==> config.mk <==
export PLATFORM = sky130hd
export DESIGN_NAME = err_sig_encoder
export DESIGN_NICKNAME = d
export VERILOG_FILES = /design/src/rtl/errenc_pkg.sv /design/src/rtl/errenc_lfsr.sv /design/src/rtl/errenc_sender.sv /design/src/rtl/errenc_monitor.sv /design/src/rtl/err_sig_encoder.sv
export SDC_FILE = /design/constraint.sdc
export NUM_CORES = 1
export LEC_CHECK = 0
export ABC_CLOCK_PERIOD_IN_PS = 2780
export BUFFER_PORTS_ARGS = -buffer_cell sky130_fd_sc_hd__buf_2
export CAP_MARGIN = 10
export CORE_UTILIZATION = 40
export CTS_CLUSTER_SIZE = 16
export DETAILED_ROUTE_END_ITERATION = 7
export PLACE_DENSITY_LB_ADDON = 0.12
export SLEW_MARGIN = 30
export SYNTH_ARGS = -nofsm -noshare
export SYNTH_HDL_FRONTEND = slang
export SYNTH_SLANG_ARGS = --single-unit
==> constraint.sdc <==
create_clock -name clk -period 2.78 [get_ports clk]
set_clock_uncertainty 0.2 [all_clocks]
set_input_delay 0.556 -clock clk [delete_from_list [all_inputs] [get_ports clk]]
set_output_delay 0.556 -clock clk [all_outputs]
set_load 0.01 [all_outputs]
==> src/rtl/errenc_pkg.sv <==
// Shared constants for the error signal encoder.
// Assumes selection indices are packed IDX_W bits each.
package errenc_pkg;
    localparam int unsigned IDX_W = 8;
endpackage

==> src/rtl/errenc_lfsr.sv <==
// Galois shift register with run-time taps and seed.
// Assumes L >= 2. A zero seed is replaced by 1 on load.
module errenc_lfsr #(
    parameter int unsigned L        = 16,
    parameter logic [L-1:0] RST_SEED = 16'hACE1,
    parameter logic [L-2:0] RST_TAPS = 15'h5008
) (
    input  logic         clk,
    input  logic         rst_n,
    input  logic         load,
    input  logic [L-1:0] seed,
    input  logic [L-2:0] taps,
    input  logic         step,
    output logic [L-1:0] state
);
    logic [L-1:0] st_q;
    logic [L-2:0] tap_q;
    logic [L-1:0] nxt;

    // Stage 0 always receives the feedback bit.
    assign nxt[0] = st_q[L-1];

    // One gated XOR between each pair of neighbouring stages.
    for (genvar i = 1; i < L; i++) begin : g_stage
        assign nxt[i] = st_q[i-1] ^ (tap_q[i-1] & st_q[L-1]);
    end

    // State and tap storage: reset, load, or step.
    always_ff @(posedge clk) begin
        if (!rst_n) begin
            st_q  <= RST_SEED;
            tap_q <= RST_TAPS;
        end else if (load) begin
            st_q  <= (seed == '0) ? {{(L-1){1'b0}}, 1'b1} : seed;
            tap_q <= taps;
        end else if (step) begin
            st_q  <= nxt;
        end
    end

    assign state = st_q;

    AST_NEVER_ZERO: assert property (@(posedge clk) disable iff (!rst_n)
        $past(rst_n) |-> st_q != '0);
    AST_ZERO_SEED_FIX: assert property (@(posedge clk) disable iff (!rst_n)
        (load && seed == '0) |=> st_q == {{(L-1){1'b0}}, 1'b1});
    AST_HOLD: assert property (@(posedge clk) disable iff (!rst_n)
        (!load && !step) |=> $stable(st_q));
endmodule

==> src/rtl/errenc_sender.sv <==
// Checker-side encoder: drives the selected LFSR bits, complemented on failure.
// Assumes every SEL_IDX entry is below L.
module errenc_sender
    import errenc_pkg::*;
#(
    parameter int unsigned L          = 16,
    parameter int unsigned R          = 3,
    parameter logic [R*IDX_W-1:0] SEL_IDX = {8'd13, 8'd7, 8'd2},
    parameter logic [L-1:0] RST_SEED  = 16'hACE1,
    parameter logic [L-2:0] RST_TAPS  = 15'h5008
) (
    input  logic         clk,
    input  logic         rst_n,
    input  logic         load,
    input  logic [L-1:0] seed,
    input  logic [L-2:0] taps,
    input  logic         step,
    input  logic         fail,
    output logic [R-1:0] word,
    output logic [L-1:0] state
);
    logic [R-1:0] sel;

    errenc_lfsr #(.L(L), .RST_SEED(RST_SEED), .RST_TAPS(RST_TAPS)) i_lfsr (
        .clk(clk), .rst_n(rst_n), .load(load), .seed(seed),
        .taps(taps), .step(step), .state(state)
    );

    // Pick the design-time subset of state bits.
    for (genvar k = 0; k < R; k++) begin : g_sel
        localparam int P = int'(SEL_IDX[k*IDX_W +: IDX_W]);
        assign sel[k] = state[P];
    end

    // Complement the whole word when the checker fails.
    assign word = sel ^ {R{fail}};
endmodule

==> src/rtl/errenc_monitor.sv <==
// Monitor side: a twin LFSR predicts the word and latches any mismatch.
// Assumes the same strobes and parameters as the sender.
module errenc_monitor
    import errenc_pkg::*;
#(
    parameter int unsigned L          = 16,
    parameter int unsigned R          = 3,
    parameter logic [R*IDX_W-1:0] SEL_IDX = {8'd13, 8'd7, 8'd2},
    parameter logic [L-1:0] RST_SEED  = 16'hACE1,
    parameter logic [L-2:0] RST_TAPS  = 15'h5008
) (
    input  logic         clk,
    input  logic         rst_n,
    input  logic         load,
    input  logic [L-1:0] seed,
    input  logic [L-2:0] taps,
    input  logic         step,
    input  logic [R-1:0] rx_word,
    output logic         attack,
    output logic [L-1:0] state
);
    logic [R-1:0] exp_word;
    logic         attack_q;

    errenc_lfsr #(.L(L), .RST_SEED(RST_SEED), .RST_TAPS(RST_TAPS)) i_lfsr (
        .clk(clk), .rst_n(rst_n), .load(load), .seed(seed),
        .taps(taps), .step(step), .state(state)
    );

    // Expected word from the same bit positions as the sender.
    for (genvar k = 0; k < R; k++) begin : g_exp
        localparam int P = int'(SEL_IDX[k*IDX_W +: IDX_W]);
        assign exp_word[k] = state[P];
    end

    // Sticky attack flag, cleared only by reset.
    always_ff @(posedge clk) begin
        if (!rst_n)                  attack_q <= 1'b0;
        else if (rx_word != exp_word) attack_q <= 1'b1;
    end

    assign attack = attack_q;

    AST_STICKY: assert property (@(posedge clk) disable iff (!rst_n)
        attack_q |=> attack_q);
    AST_MISMATCH_FLAGS: assert property (@(posedge clk) disable iff (!rst_n)
        (rx_word != exp_word) |=> attack_q);
endmodule

==> src/rtl/err_sig_encoder.sv <==
// Top: the sender encoder and the monitor, sharing load and step strobes.
// Assumes the word link is carried outside via err_word / mon_word_in.
module err_sig_encoder
    import errenc_pkg::*;
#(
    parameter int unsigned L          = 16,
    parameter int unsigned R          = 3,
    parameter logic [R*IDX_W-1:0] SEL_IDX = {8'd13, 8'd7, 8'd2},
    parameter logic [L-1:0] RST_SEED  = 16'hACE1,
    parameter logic [L-2:0] RST_TAPS  = 15'h5008
) (
    input  logic         clk,
    input  logic         rst_n,
    input  logic         cfg_load,
    input  logic [L-1:0] cfg_seed,
    input  logic [L-2:0] cfg_taps,
    input  logic         step_en,
    input  logic         chk_fail,
    output logic [R-1:0] err_word,
    input  logic [R-1:0] mon_word_in,
    output logic         attack
);
    logic [L-1:0] snd_state;
    logic [L-1:0] mon_state;

    errenc_sender #(.L(L), .R(R), .SEL_IDX(SEL_IDX),
                    .RST_SEED(RST_SEED), .RST_TAPS(RST_TAPS)) i_sender (
        .clk(clk), .rst_n(rst_n), .load(cfg_load), .seed(cfg_seed),
        .taps(cfg_taps), .step(step_en), .fail(chk_fail),
        .word(err_word), .state(snd_state)
    );

    errenc_monitor #(.L(L), .R(R), .SEL_IDX(SEL_IDX),
                     .RST_SEED(RST_SEED), .RST_TAPS(RST_TAPS)) i_monitor (
        .clk(clk), .rst_n(rst_n), .load(cfg_load), .seed(cfg_seed),
        .taps(cfg_taps), .step(step_en), .rx_word(mon_word_in),
        .attack(attack), .state(mon_state)
    );

    AST_LOCKSTEP: assert property (@(posedge clk) disable iff (!rst_n)
        $past(rst_n) |-> snd_state == mon_state);
endmodule

==> flow_summary.json <==
{
  "post_cts_buffers": 0,
  "power_frac_seq_pct": 54.2,
  "rsz0062_at_grt": "false",
  "grt_pass1_vias": 1819,
  "critPathCapture": "err_word[1]",
  "p_clk_share_pct": 29.2,
  "num_antenna_cells": 0,
  "timing.rr.end": "i_sender.i_lfsr.state[15]$_SDFFE_PN1P_",
  "area_delta_synth_final_pct": 12.35,
  "yosysWarnings": 0,
  "synthesis.nets": 308,
  "initial_core_util_pct": 41.33,
  "cts_buffers": 5,
  "fin_crit_ps": 1773,
  "n_fill_cell": 618,
  "crit-reg2reg-launch": "i_sender.i_lfsr.state[15]$_SDFFE_PN1P_",
  "internal_power_w": 0.001067,
  "grt_max_degree": 31,
  "swShare_pct": 27.45,
  "multi_input_area_um2": 1333,
  "clock_latency_ps": 290,
  "maxCapViolCount": 0,
  "dr.pass1.iters": 4,
  "routed_wl_mm": 5.415,
  "die_w_um": 79.98,
  "tns_ps": 0,
  "final-setup-viol-count": 0,
  "ir_worst_vdd_v": 0.0002404,
  "synth.ff_latch_count": 48,
  "max_stage_delay_ps": 430,
  "whs_ps": 279.3,
  "syn_inst": 269,
  "crit_required_ps": 2020,
  "rows": 28,
  "grt_pass1_wl_mm": 8.832,
  "path_clk_slew_ps": 90,
  "track_usage_pct": 18.18,
  "drive_above_1_share_pct": 19.02,
  "cts.sinks": 48,
  "seqCellArea_um2": 960.9,
  "layout_commonest_cell": "dfxtp_1",
  "ctsResizeCount": 0,
  "drtIter0Drc": 88,
  "combPwrFrac_pct": 16.6,
  "gp_congestion": 0.7885,
  "power.density_nw_per_um2": 538.4,
  "grt_overflow": 0,
  "core_area_um2": 5886,
  "io_buffer_count": 42,
  "antenna_left": 0,
  "cp-end-kind": "primary output",
  "critPathArrivalTime_ps": 1020,
  "max_clock_freq_ghz": 0.5639,
  "drc_errors": 0,
  "cts_buffer_depth": 2,
  "start_kind": "flop",
  "p_switching_w": 0.0004039,
  "worstSetupPathType": "reg2out",
  "tightest_slew_ps": 733.6,
  "vias": 1922,
  "hp-class": "in2reg",
  "io_pins": 43,
  "p_leak_nw": 1.235,
  "hold_viol_final": 0,
  "regToRegSetupSlack_ps": 1140,
  "syn_avg_cell_area_um2": 9.042,
  "worstPathMaxFanout": 3,
  "post-route-period-util_pct": 63.79,
  "cp_cell_sequence": "xor2_1, buf_2",
  "startpoint": "i_sender.i_lfsr.state[7]$_SDFFE_PN1P_",
  "dpl.hpwl_mm": 3.812,
  "htreeDepth": 2,
  "critPathSlowestCell": "dfxtp_1",
  "seq_area_frac_synth_pct": 39.51,
  "synth_cell_types": 29,
  "relSlewSlack_pct": 51.03,
  "routedWlPerCell_um": 14.25,
  "reg2reg_depth": 4,
  "die_height_um": 79.98,
  "drv_slew": 0,
  "cts_root_buffer": "clkbuf_8",
  "cts_tree": "built",
  "netlist_area_um2": 2432,
  "fin_nets": 343,
  "vias_per_cell": 5.058,
  "final_cell_mix": "dfxtp_1 (48), nand2_1 (46), buf_2 (42), mux2i_1 (27)",
  "status": "finished clean",
  "die-area_um2": 6397,
  "hold_buffers": 0,
  "grt_antenna_before_repair": 0
}
## layer usage
layer,vias to the layer above,track usage [%],share of wire [%]
met2,42,29.49,45
li1,983,-,-
met5,-,0,0
met1,895,24.65,50
met4,0,4.286,0.46
met3,2,3.657,4.3
## critical path, delay by kind of cell, from the launching register on
kind,cells,cell delay [ps]
flops,1,430
xor+xnor,1,160
buf+inv,1,140
## flip-flops by register name, summed over array words and instances (netlist names)
name	count
i_monitor.i_lfsr.tap_q	15
i_monitor.attack	1
i_monitor.i_lfsr.state	16
i_sender.i_lfsr.state	16
## cells in the mapped netlist (all sizes together)
cell / instances / area share, %
o211ai: 1 / 0.31
nand2b: 1 / 0.26
inv: 2 / 0.31
nand4: 1 / 0.26
a21boi: 7 / 2.2
and4b: 1 / 0.41
nor4: 4 / 2.1
and3: 1 / 0.26
a21oi: 3 / 0.62
o21ai: 35 / 7.2
a21o: 15 / 4.6
mux2i: 27 / 11
buf: 15 / 4.6
xor2: 21 / 7.6
o41a: 1 / 0.46
clkbuf: 4 / 0.77
nor2b: 12 / 3.1
dfxtp: 48 / 40
xnor2: 12 / 4.3
a22oi: 1 / 0.31
nand2: 46 / 7.1
nand3: 8 / 1.6
o21a: 1 / 0.31
and2b: 1 / 0.36
a32oi: 1 / 0.36
## worst min-delay path by stage
| stage | end | cells past startpoint | slack (ps) | start |
|---|---|---|---|---|
| 2_1_floorplan | i_monitor.i_lfsr.tap_q[12]$_SDFFE_PN1P_ | 2 | 260 | i_monitor.i_lfsr.tap_q[12]$_SDFFE_PN1P_ |
| 6_report | i_monitor.i_lfsr.tap_q[3]$_SDFFE_PN1P_ | 3 | 280 | cfg_taps[3] |
| 3_5_place_dp | i_monitor.i_lfsr.tap_q[3]$_SDFFE_PN1P_ | 2 | 310 | i_monitor.i_lfsr.tap_q[3]$_SDFFE_PN1P_ |
| 3_3_place_gp | i_monitor.attack$_SDFFE_PN0P_ | 1 | 270 | i_monitor.attack$_SDFFE_PN0P_ |
| 4_1_cts | i_monitor.i_lfsr.tap_q[3]$_SDFFE_PN1P_ | 3 | 270 | cfg_taps[3] |
| 5_1_grt | i_monitor.i_lfsr.tap_q[3]$_SDFFE_PN1P_ | 3 | 300 | cfg_taps[3] |
## final cells by class
class                      instances  share of cell area [%]
timing repair buffer              47                   9.066
multi-input combinational        200                   48.76
inverter                           2                  0.2747
clock buffer                       8                   3.297
tap                               75                   3.434
sequential                        48                   35.16
## stage by stage
step / utilization, % / area, µm² / power, W / instances / setup WS (ps)
5_1_grt: 46.43 / 2733 / 0.001553 / 380 / 962.0
3_3_place_gp: 44.90 / 2643 / 0.001057 / 372 / 894.6
6_report: 46.43 / 2733 / 0.001471 / 380 / 1007
4_1_cts: 46.43 / 2733 / 0.001484 / 380 / 1001
2_1_floorplan: - / 2432 / 0.0009844 / 269 / 1251
3_5_place_dp: 44.90 / 2643 / 0.001059 / 372 / 867.1
## cell families (layout without fill, tap and decap cells)
family                 Yosys count  after routing  share of synthesized area [%]
AO/OA/AOI/OAI                   65             65                          16.36
buffers and inverters           21             57                          5.710
flip-flops                      48             48                          39.51
multiplexers                    27             27                          11.11
AND/OR/NAND/NOR                 75             75                          15.43
XOR/XNOR                        33             33                          11.88
## power groups by stage
stage          registers (W)  clock network (W)  logic [W]
2_1_floorplan       0.000787                  0   0.000198
3_3_place_gp        0.000812                  0   0.000245
3_5_place_dp        0.000812                  0   0.000247
4_1_cts             0.000797           0.000439   0.000248
5_1_grt             0.000804           0.000473   0.000276
6_report            0.000797           0.000430   0.000245
Note: power is estimated with default switching activity, not from simulation.
